<file path="src/rtl/shl_pkg.sv">
package shl_pkg;
  localparam int DATA_W         = 64;
  localparam int CNT_W          = 8;
  localparam int NUM_SIZES      = $clog2(DATA_W / 8) + 1;
  localparam int SIZE_W         = $clog2(NUM_SIZES);
  localparam int SHAMT_W        = $clog2(DATA_W);
  localparam int SMALL_CNT_BITS = 5;
  localparam int FLAG_W         = 6;

  localparam int FL_CF = 0;
  localparam int FL_PF = 1;
  localparam int FL_AF = 2;
  localparam int FL_ZF = 3;
  localparam int FL_SF = 4;
  localparam int FL_OF = 5;

  // Ones below the selected operand width
  function automatic logic [DATA_W-1:0] lane_mask(logic [SIZE_W-1:0] sz);
    logic [DATA_W-1:0] m;
    m = '0;
    for (int i = 0; i < DATA_W; i++)
      if (i < (8 << sz)) m[i] = 1'b1;
    return m;
  endfunction

  // 1 when the byte holds an even number of ones
  function automatic logic even_parity8(logic [7:0] b);
    return ~^b;
  endfunction
endpackage

</file>
<file path="src/rtl/shl_cnt_mask.sv">
module shl_cnt_mask
  import shl_pkg::*;
#(
  parameter int DW = DATA_W,
  parameter int CW = CNT_W
) (
  input  logic [SIZE_W-1:0]  size_sel,
  input  logic [CW-1:0]      raw_cnt,
  output logic [SHAMT_W-1:0] mcnt,
  output logic               cnt_zero,
  output logic               cnt_one,
  output logic               cnt_over
);
  localparam int NS = $clog2(DW / 8) + 1;

  logic [SHAMT_W-1:0] cnt_lane  [NS];
  logic               over_lane [NS];
  logic               unused_cnt_hi;

  assign unused_cnt_hi = ^raw_cnt[CW-1:SHAMT_W];

  for (genvar s = 0; s < NS; s++) begin : g_size
    localparam int LANE_W = 8 << s;
    localparam int KEEP   = (LANE_W == DW) ? SHAMT_W : SMALL_CNT_BITS;
    if (KEEP == SHAMT_W) begin : g_full
      assign cnt_lane[s] = raw_cnt[SHAMT_W-1:0];
    end else begin : g_part
      assign cnt_lane[s] = {{(SHAMT_W-KEEP){1'b0}}, raw_cnt[KEEP-1:0]};
    end
    assign over_lane[s] = ({1'b0, cnt_lane[s]} > (SHAMT_W+1)'(LANE_W));
  end

  assign mcnt     = cnt_lane[size_sel];
  assign cnt_over = over_lane[size_sel];
  assign cnt_zero = (mcnt == '0);
  assign cnt_one  = (mcnt == SHAMT_W'(1));
endmodule

</file>
<file path="src/rtl/shl_datapath.sv">
module shl_datapath
  import shl_pkg::*;
#(
  parameter int DW = DATA_W
) (
  input  logic [DW-1:0]      opnd,
  input  logic [SIZE_W-1:0]  size_sel,
  input  logic [SHAMT_W-1:0] mcnt,
  output logic [DW-1:0]      res,
  output logic               res_msb,
  output logic               carry_out
);
  localparam int NS = $clog2(DW / 8) + 1;

  logic [DW-1:0] mask_lane [NS];
  logic          msb_lane  [NS];
  logic          cf_lane   [NS];
  logic [DW-1:0] op_m;
  logic [DW:0]   wide;
  logic [DW-1:0] res_full;

  for (genvar s = 0; s < NS; s++) begin : g_lane
    localparam int LANE_W = 8 << s;
    if (LANE_W == DW) begin : g_top
      assign mask_lane[s] = '1;
    end else begin : g_narrow
      assign mask_lane[s] = {{(DW-LANE_W){1'b0}}, {LANE_W{1'b1}}};
    end
    // Bit that crossed the top of this lane last
    assign cf_lane[s]  = wide[LANE_W];
    assign msb_lane[s] = res_full[LANE_W-1];
  end

  assign op_m      = opnd & mask_lane[size_sel];
  assign wide      = {1'b0, op_m} << mcnt;
  assign res_full  = wide[DW-1:0] & mask_lane[size_sel];
  assign res       = res_full;
  assign res_msb   = msb_lane[size_sel];
  assign carry_out = cf_lane[size_sel];
endmodule

</file>
<file path="src/rtl/shl_flag_gen.sv">
module shl_flag_gen
  import shl_pkg::*;
#(
  parameter int DW = DATA_W
) (
  input  logic [DW-1:0]     res,
  input  logic              res_msb,
  input  logic              carry_out,
  input  logic              cnt_zero,
  input  logic              cnt_one,
  input  logic [FLAG_W-1:0] flg_in,
  output logic [FLAG_W-1:0] flg_new
);
  always_comb begin
    flg_new = flg_in;
    if (!cnt_zero) begin
      flg_new[FL_CF] = carry_out;
      flg_new[FL_PF] = even_parity8(res[7:0]);
      flg_new[FL_ZF] = (res == '0);
      flg_new[FL_SF] = res_msb;
      if (cnt_one) flg_new[FL_OF] = res_msb ^ carry_out;
    end
  end
endmodule

</file>
<file path="src/rtl/shl_flags_unit.sv">
module shl_flags_unit
  import shl_pkg::*;
#(
  parameter int DW = DATA_W,
  parameter int CW = CNT_W
) (
  input  logic              clk,
  input  logic              rst,
  input  logic              in_vld,
  input  logic [DW-1:0]     opnd,
  input  logic [SIZE_W-1:0] size_sel,
  input  logic [CW-1:0]     raw_cnt,
  input  logic [FLAG_W-1:0] flg_in,
  output logic              out_vld,
  output logic [DW-1:0]     res_out,
  output logic [FLAG_W-1:0] flg_out
);
  logic [SHAMT_W-1:0] mcnt;
  logic               cnt_zero, cnt_one, cnt_over;
  logic [DW-1:0]      res_c;
  logic               res_msb, carry_out;
  logic [FLAG_W-1:0]  flg_c;

  shl_cnt_mask #(.DW(DW), .CW(CW)) u_cnt (
    .size_sel (size_sel),
    .raw_cnt  (raw_cnt),
    .mcnt     (mcnt),
    .cnt_zero (cnt_zero),
    .cnt_one  (cnt_one),
    .cnt_over (cnt_over)
  );

  shl_datapath #(.DW(DW)) u_dp (
    .opnd      (opnd),
    .size_sel  (size_sel),
    .mcnt      (mcnt),
    .res       (res_c),
    .res_msb   (res_msb),
    .carry_out (carry_out)
  );

  shl_flag_gen #(.DW(DW)) u_flg (
    .res       (res_c),
    .res_msb   (res_msb),
    .carry_out (carry_out),
    .cnt_zero  (cnt_zero),
    .cnt_one   (cnt_one),
    .flg_in    (flg_in),
    .flg_new   (flg_c)
  );

  always_ff @(posedge clk) begin
    if (rst) out_vld <= 1'b0;
    else     out_vld <= in_vld;
  end

  always_ff @(posedge clk) begin
    if (in_vld) begin
      res_out <= res_c;
      flg_out <= flg_c;
    end
  end

  assert_vld_rise_R9: assert property (@(posedge clk) disable iff (rst)
    in_vld |=> out_vld);
  assert_vld_idle_R9: assert property (@(posedge clk) disable iff (rst)
    !in_vld |=> !out_vld);
  assert_upper_zero_R1: assert property (@(posedge clk) disable iff (rst)
    in_vld |=> ((res_out & ~lane_mask($past(size_sel))) == '0));
  assert_zero_cnt_flags_R3: assert property (@(posedge clk) disable iff (rst)
    (in_vld && cnt_zero) |=> (flg_out == $past(flg_in)));
  assert_cf_beyond_R4: assert property (@(posedge clk) disable iff (rst)
    (in_vld && cnt_over) |=> !flg_out[FL_CF]);
  assert_of_keep_R5: assert property (@(posedge clk) disable iff (rst)
    (in_vld && !cnt_zero && !cnt_one) |=> (flg_out[FL_OF] == $past(flg_in[FL_OF])));
  assert_af_keep_R8: assert property (@(posedge clk) disable iff (rst)
    in_vld |=> (flg_out[FL_AF] == $past(flg_in[FL_AF])));
endmodule

</file>
<file path="config.mk">
export PLATFORM = sky130hd
export DESIGN_NAME = shl_flags_unit
export DESIGN_NICKNAME = d
export VERILOG_FILES = /design/src/rtl/shl_pkg.sv /design/src/rtl/shl_cnt_mask.sv /design/src/rtl/shl_datapath.sv /design/src/rtl/shl_flag_gen.sv /design/src/rtl/shl_flags_unit.sv
export SDC_FILE = /design/constraint.sdc
export NUM_CORES = 1
export LEC_CHECK = 0
export CAP_MARGIN = 20
export CORE_UTILIZATION = 35
export DETAILED_ROUTE_END_ITERATION = 6
export PLACE_DENSITY_LB_ADDON = 0.1
export SETUP_SLACK_MARGIN = 0.2
export SYNTH_ARGS = -nofsm -noshare
export SYNTH_HDL_FRONTEND = slang
export SYNTH_SLANG_ARGS = --single-unit
</file>
<file path="constraint.sdc">
create_clock -name clk -period 7.6 [get_ports clk]
set_clock_uncertainty 0.1 [all_clocks]
set_input_delay 0.76 -clock clk [delete_from_list [all_inputs] [get_ports clk]]
set_output_delay 0.76 -clock clk [all_outputs]
set_load 0.05 [all_outputs]
</file>
==> impl_metrics.ini, run 1 <==
[timing]
setup_tns_ns = 0
slew_violations = 0
post-route-period-util_pct = 64.8
finalHoldViolations = 0
setup_viol = 0
fmax_ghz = 0.203
rsz0062_at_grt = no
final.hold.worst_slack_ns = 0.876
relSlewSlack_pct = 39.6
max_slew.worst_pin.slew_ns = 0.902
finalWorstSetupSlack_ns = 2.67
period_needed_ns = 4.93

[synthesis]
yosysSeqAreaShare_pct = 25.4
synth_commonest_cells = nand2_1, mux2i_1, nor2_1, edfxtp_1, a21oi_1
yosysWarningCount = 0
yosys.cell_count.top_type = nand2_1
syn_inst = 928
synthTopCellsByArea = edfxtp_1, mux4_2, mux2i_1
synthesis.area_um2 = 8340
ys_ff_latch = 71
syn_area_per_cell_um2 = 8.99
synth_cell_type_count = 75
ys.flop_type = edfxtp_1
yosysTopAreaCellShare_pct = 25.2
synth_async_sr_flop_share_pct = 0
synth-edff-count = 70
synth.net_count = 1015
synth_largest_area_cell = edfxtp_1

[die]
die_area_um2 = 24500
die_w_um = 156
fp.coreArea_um2 = 23400
fp.dieH_um = 156
fp-row-count = 56
initial_core_util_pct = 35.6
io_pins = 154

[cells_and_area]
fin_cells = 1345
drive_gt1_share_pct = 13.0
stdcell_area_um2 = 10200
register_area_um2 = 2120
fin_util_pct = 43.8
synthToLayoutAreaGrowth_pct = 22.9
nFillCells = 2397
nNetsFinal = 1108
multi_input_area_um2 = 5750
antenna_cells = 0

[drt]
drtPass1Iterations = 6
avgRoutedWirePerCell_um = 25.0
drt_iter0_markers = 1167
vias = 8695
wl_um = 33700
ant_nets = 0
drc = 0
viasPerCell = 6.46

[critical_path]
path_max_fanout = 15
required_ns = 7.65
crit_path_max_incr_delay_ns = 0.76
crit_type = primary input to register
crit_slowest_cell = clkdlybuf4s50_1
path_buf_inv = 1
cp-end-kind = register
worstPathArrival_ns = 4.97
critPathTopFamily = simple AND/OR/NAND/NOR gates
startpoint_type = primary input
crit_path_cell_trace = clkdlybuf4s50_1 -> nor2_1 -> nor3_1 -> o41ai_2 -> o2111ai_1 -> or4_1 -> a311o_1 -> nor4_1 -> nand4_1 -> o31ai_1

[placement]
postPlaceCellArea_um2 = 9950
dpl.hpwl_um = 25600
dp_slack_ns = 2.50
place_congestion = 0.968
placed_cells = 1328
port-buffer-count = 151

[grt]
grt_pass1_vias = 8008
track_usage_pct = 27.6
grt_pass1_wl_um = 50500
grt_overflow = 0
antenna_found_initial = 0
grt_start_max_net_pins = 72

[power_and_ir_drop]
finalPower_mw = 1.60
powerDensity_nw_per_um2 = 156
p_leak_nw = 3.66
ir_worst_vdd_v = 0.0000962

[clock_network]
clk_path_buf_depth = 2
h-tree-depth = 3
postCtsSetupBuffers = 0
cts.repair.resized = 0
numCtsBuffers = 9
clockRootBuffer = clkbuf_16
cts_tree = yes
clk_pin_slew_ns = 0.05
cts.sinks = 71
postCtsHoldBufs = 0

[run_status]
status = completed

[run]
maxCapViolCount = 0

[min_path]
hold_path.class = primary input to register
power by group:
| part | internal, mW | switching [mW] | leakage (nW) |
|---|---|---|---|
| registers | 0.467 | 0.00803 | 0.678 |
| logic | 0.260 | 0.454 | 2.84 |
| clock network | 0.262 | 0.148 | 0.143 |
cell families (layout without fill, tap and decap cells):
kind of cell	after synthesis	after routing	share of synthesized area [%]
xor+xnor	4	4	0.420
simple gates	299	299	17.5
compound gates	290	290	24.6
buf+inv	104	202	5.67
flops	71	71	25.4
mux	156	156	25.8
fa+ha+maj	4	4	0.600
sequential cells by signal, summed over array words and instances, names as in the netlist:
| register | count |
|---|---|
| res_out | 64 |
| flg_out | 6 |
| out_vld | 1 |
cells in the final DEF, fill, tap and decap left out, types with 7 or more instances in the layout:
cell type,Yosys,final
and2_1,14,14
o211ai_1,10,10
a21oi_1,48,48
o22ai_1,33,33
a32oi_1,8,8
a211oi_1,16,16
o22a_1,7,7
nand3_1,20,20
a31oi_1,10,10
a22oi_1,7,7
inv_1,16,16
o21ai_0,41,41
a21o_1,9,9
mux2i_1,79,79
mux4_2,44,44
nor2_1,73,73
nand2_1,82,82
clkdlybuf4s50_1,0,146
and3_1,9,9
o221ai_1,10,10
o21a_1,8,8
nand4_1,7,7
nor4_1,10,10
nor3_1,25,25
nor2b_1,13,13
buf_4,10,19
a221oi_1,10,10
nand2b_1,12,12
o31ai_1,8,8
or2_2,8,8
edfxtp_1,70,70
mux2_2,33,33
clkbuf_16,0,9
nand3b_1,8,8
area by class of cell:
cell class | instances | share of cell area, %
clock buffers | 12 | 2.41
clock inverters | 4 | 0.464
well taps | 319 | 3.90
flip-flops and latches | 71 | 20.7
inverters | 18 | 0.659
multi-input cells | 753 | 56.1
repair buffers | 168 | 15.8
final timing paths:
| path | start | endpoint | slack (ns) | cells past startpoint |
|---|---|---|---|---|
| max | size_sel[0] | flg_out[3]$_DFFE_PP_ | 2.67 | 10 |
| min | rst | out_vld$_SDFF_PP0_ | 0.88 | 2 |
per-layer routing:
| layer | wire length, um | up-vias | track usage [%] |
|---|---|---|---|
| met5 | 0 | - | 0 |
| met2 | 15000 | 526 | 42.2 |
| met1 | 14600 | 4237 | 39.5 |
| li1 | - | 3882 | - |
| met4 | 939 | 0 | 9.99 |
| met3 | 3100 | 50 | 3.68 |
Note: power is estimated with default switching activity, not from simulation.
==> run 2: changes to the inputs <==
==> constraint.sdc (replaced) <==
create_clock -name clk -period 5.1 [get_ports clk]
set_clock_uncertainty 0.1 [all_clocks]
set_input_delay 0.51 -clock clk [delete_from_list [all_inputs] [get_ports clk]]
set_output_delay 0.51 -clock clk [all_outputs]
set_load 0.05 [all_outputs]
==> run 2 against run 1 <==
  * Final cell count is 2.0% higher
  * Sequential share of layout area is 0.42 points lower
  * Global-route usage is 0.59 points higher
  * Sequential power is 49% higher
  * Sequential cell count stayed put
  * Critical path depth is 1 higher
  * Utilization is 0.91 points higher
==> impl_metrics.ini, run 2 (synthesis gave the netlist of run 1 again) <==
[cells_and_area]
drive_gt1_share_pct = 15.2
synthToLayoutAreaGrowth_pct = 25.4
largest_reg_flops = 64
nNetsFinal = 1135
largest-register = res_out
multi_input_area_um2 = 5750
largestRegisters = res_out (64), flg_out (6), out_vld (1)
register_area_um2 = 2120
layout_common_cells = clkdlybuf4s50_1, nand2_1, mux2i_1
antenna_cells = 0
layout_commonest_cell = clkdlybuf4s50_1
nFillCells = 2393

[die]
fp.coreArea_um2 = 23400
initial_core_util_pct = 35.6
fp.dieH_um = 156
die_w_um = 156
die_area_um2 = 24500
fp-row-count = 56
io_pins = 154

[timing]
final.hold.worst_slack_ns = 0.625
finalHoldViolations = 0
post-route-period-util_pct = 81.5
setup_tns_ns = 0
max_slew.worst_pin.slew_ns = 1.06
relSlewSlack_pct = 29.1
period_needed_ns = 4.16
setup_viol = 0
slew_violations = 0
fmax_ghz = 0.240
rsz0062_at_grt = no

[critical_path]
startpoint_type = primary input
path_max_fanout = 11
cp-end-kind = register
worstPathArrival_ns = 4.19
required_ns = 5.14
crit_type = primary input to register

[power_and_ir_drop]
switchingPower_mw = 0.918
ir_worst_vdd_v = 0.000110
powerDensity_nw_per_um2 = 229
combPwrFrac_pct = 45.4
p_seq_share_pct = 29.6
p_leak_nw = 3.79
switching_share_pct = 38.4
clkPwrFrac_pct = 25.0
p_int_mw = 1.47

[run_status]
status = completed

[drt]
drt_iter0_markers = 878
avgRoutedWirePerCell_um = 25.0
drc = 0
drtPass1Iterations = 7
vias = 8694
ant_nets = 0
wl_um = 34300
viasPerCell = 6.34

[min_path]
worstHoldStart = rst
hold_path.class = primary input to register
hold_depth = 2
whs_endpoint = out_vld$_SDFF_PP0_

[clock_network]
numCtsBuffers = 9
h-tree-depth = 3
cts.repair.resized = 0
clk_pin_slew_ns = 0.05
cts_tree = yes
cts.sinks = 71
postCtsHoldBufs = 0
postCtsSetupBuffers = 0
clockRootBuffer = clkbuf_16
clk_path_buf_depth = 2

[grt]
grt_overflow = 0
grt_pass1_vias = 8228
grt_start_max_net_pins = 72
track_usage_pct = 28.2
antenna_found_initial = 0
grt_pass1_wl_um = 51300

[run]
maxCapViolCount = 0

[placement]
port-buffer-count = 151
dpl.hpwl_um = 26700
place_congestion = 0.950
-- run 2: cell types whose count changed in the layout (fill, tap and decap cells not counted), sizes merged --
cell    delta
buf       +27
clkbuf     -3
clkinv     +3
-- run 2: final cells by class --
| type | instances | share of cell area [%] |
|---|---|---|
| multi-input combinational | 753 | 54.9 |
| clock inverter | 7 | 0.610 |
| tap | 319 | 3.82 |
| inverter | 18 | 0.646 |
| timing repair buffer | 195 | 17.6 |
| clock buffer | 9 | 2.15 |
| sequential | 71 | 20.3 |
-- run 2: power groups by stage --
stage,Sequential [mW],Combinational [mW],Clock [mW]
2_1_floorplan,0.890,0.494,0
5_1_grt,0.714,1.14,0.632
3_5_place_dp,0.722,1.06,0
4_1_cts,0.710,1.07,0.610
3_3_place_gp,0.722,1.06,0
6_report,0.709,1.09,0.598
-- run 2: layer usage --
layer	part of all wire (%)	track usage [%]	up-vias
li1	-	-	3914
met1	44	39.6	4195
met2	44	43.6	511
met3	8.4	3.90	74
met4	3.3	10.9	0
met5	0	0	-
-- run 2: through the flow --
stage          cell area, um2  util [%]  total power [mW]  instances  setup WS [ns]
6_report                10500      44.7              2.39       1372          0.942
5_1_grt                 10500      44.7              2.48       1372          0.716
4_1_cts                 10500      44.7              2.39       1372           1.01
3_5_place_dp            10200      43.5              1.78       1356          0.677
3_3_place_gp            10200      43.5              1.79       1356          0.727
2_1_floorplan            8340         -              1.38        928           1.11
-- run 2: how the worst max path moves through the flow --
stage	start	endpoint	depth (start not counted)
final	size_sel[1]	flg_out[3]$_DFFE_PP_	11
after global routing	raw_cnt[2]	flg_out[3]$_DFFE_PP_	10
after floorplan	raw_cnt[3]	flg_out[3]$_DFFE_PP_	16
after detailed placement	raw_cnt[2]	flg_out[3]$_DFFE_PP_	12
after global placement	size_sel[1]	flg_out[3]$_DFFE_PP_	11
after CTS	size_sel[1]	flg_out[3]$_DFFE_PP_	11
-- run 2: critical path, cell delays in order --
cell and delay [ns]:
clkdlybuf4s50_1 0.66, nor2_1 0.25, buf_4 0.17, o32ai_1 0.19, o41ai_2 0.51, o2111ai_1 0.21, or4_1 0.44, a311o_1 0.42
nor4_1 0.37, nand4_1 0.17, o31ai_1 0.29
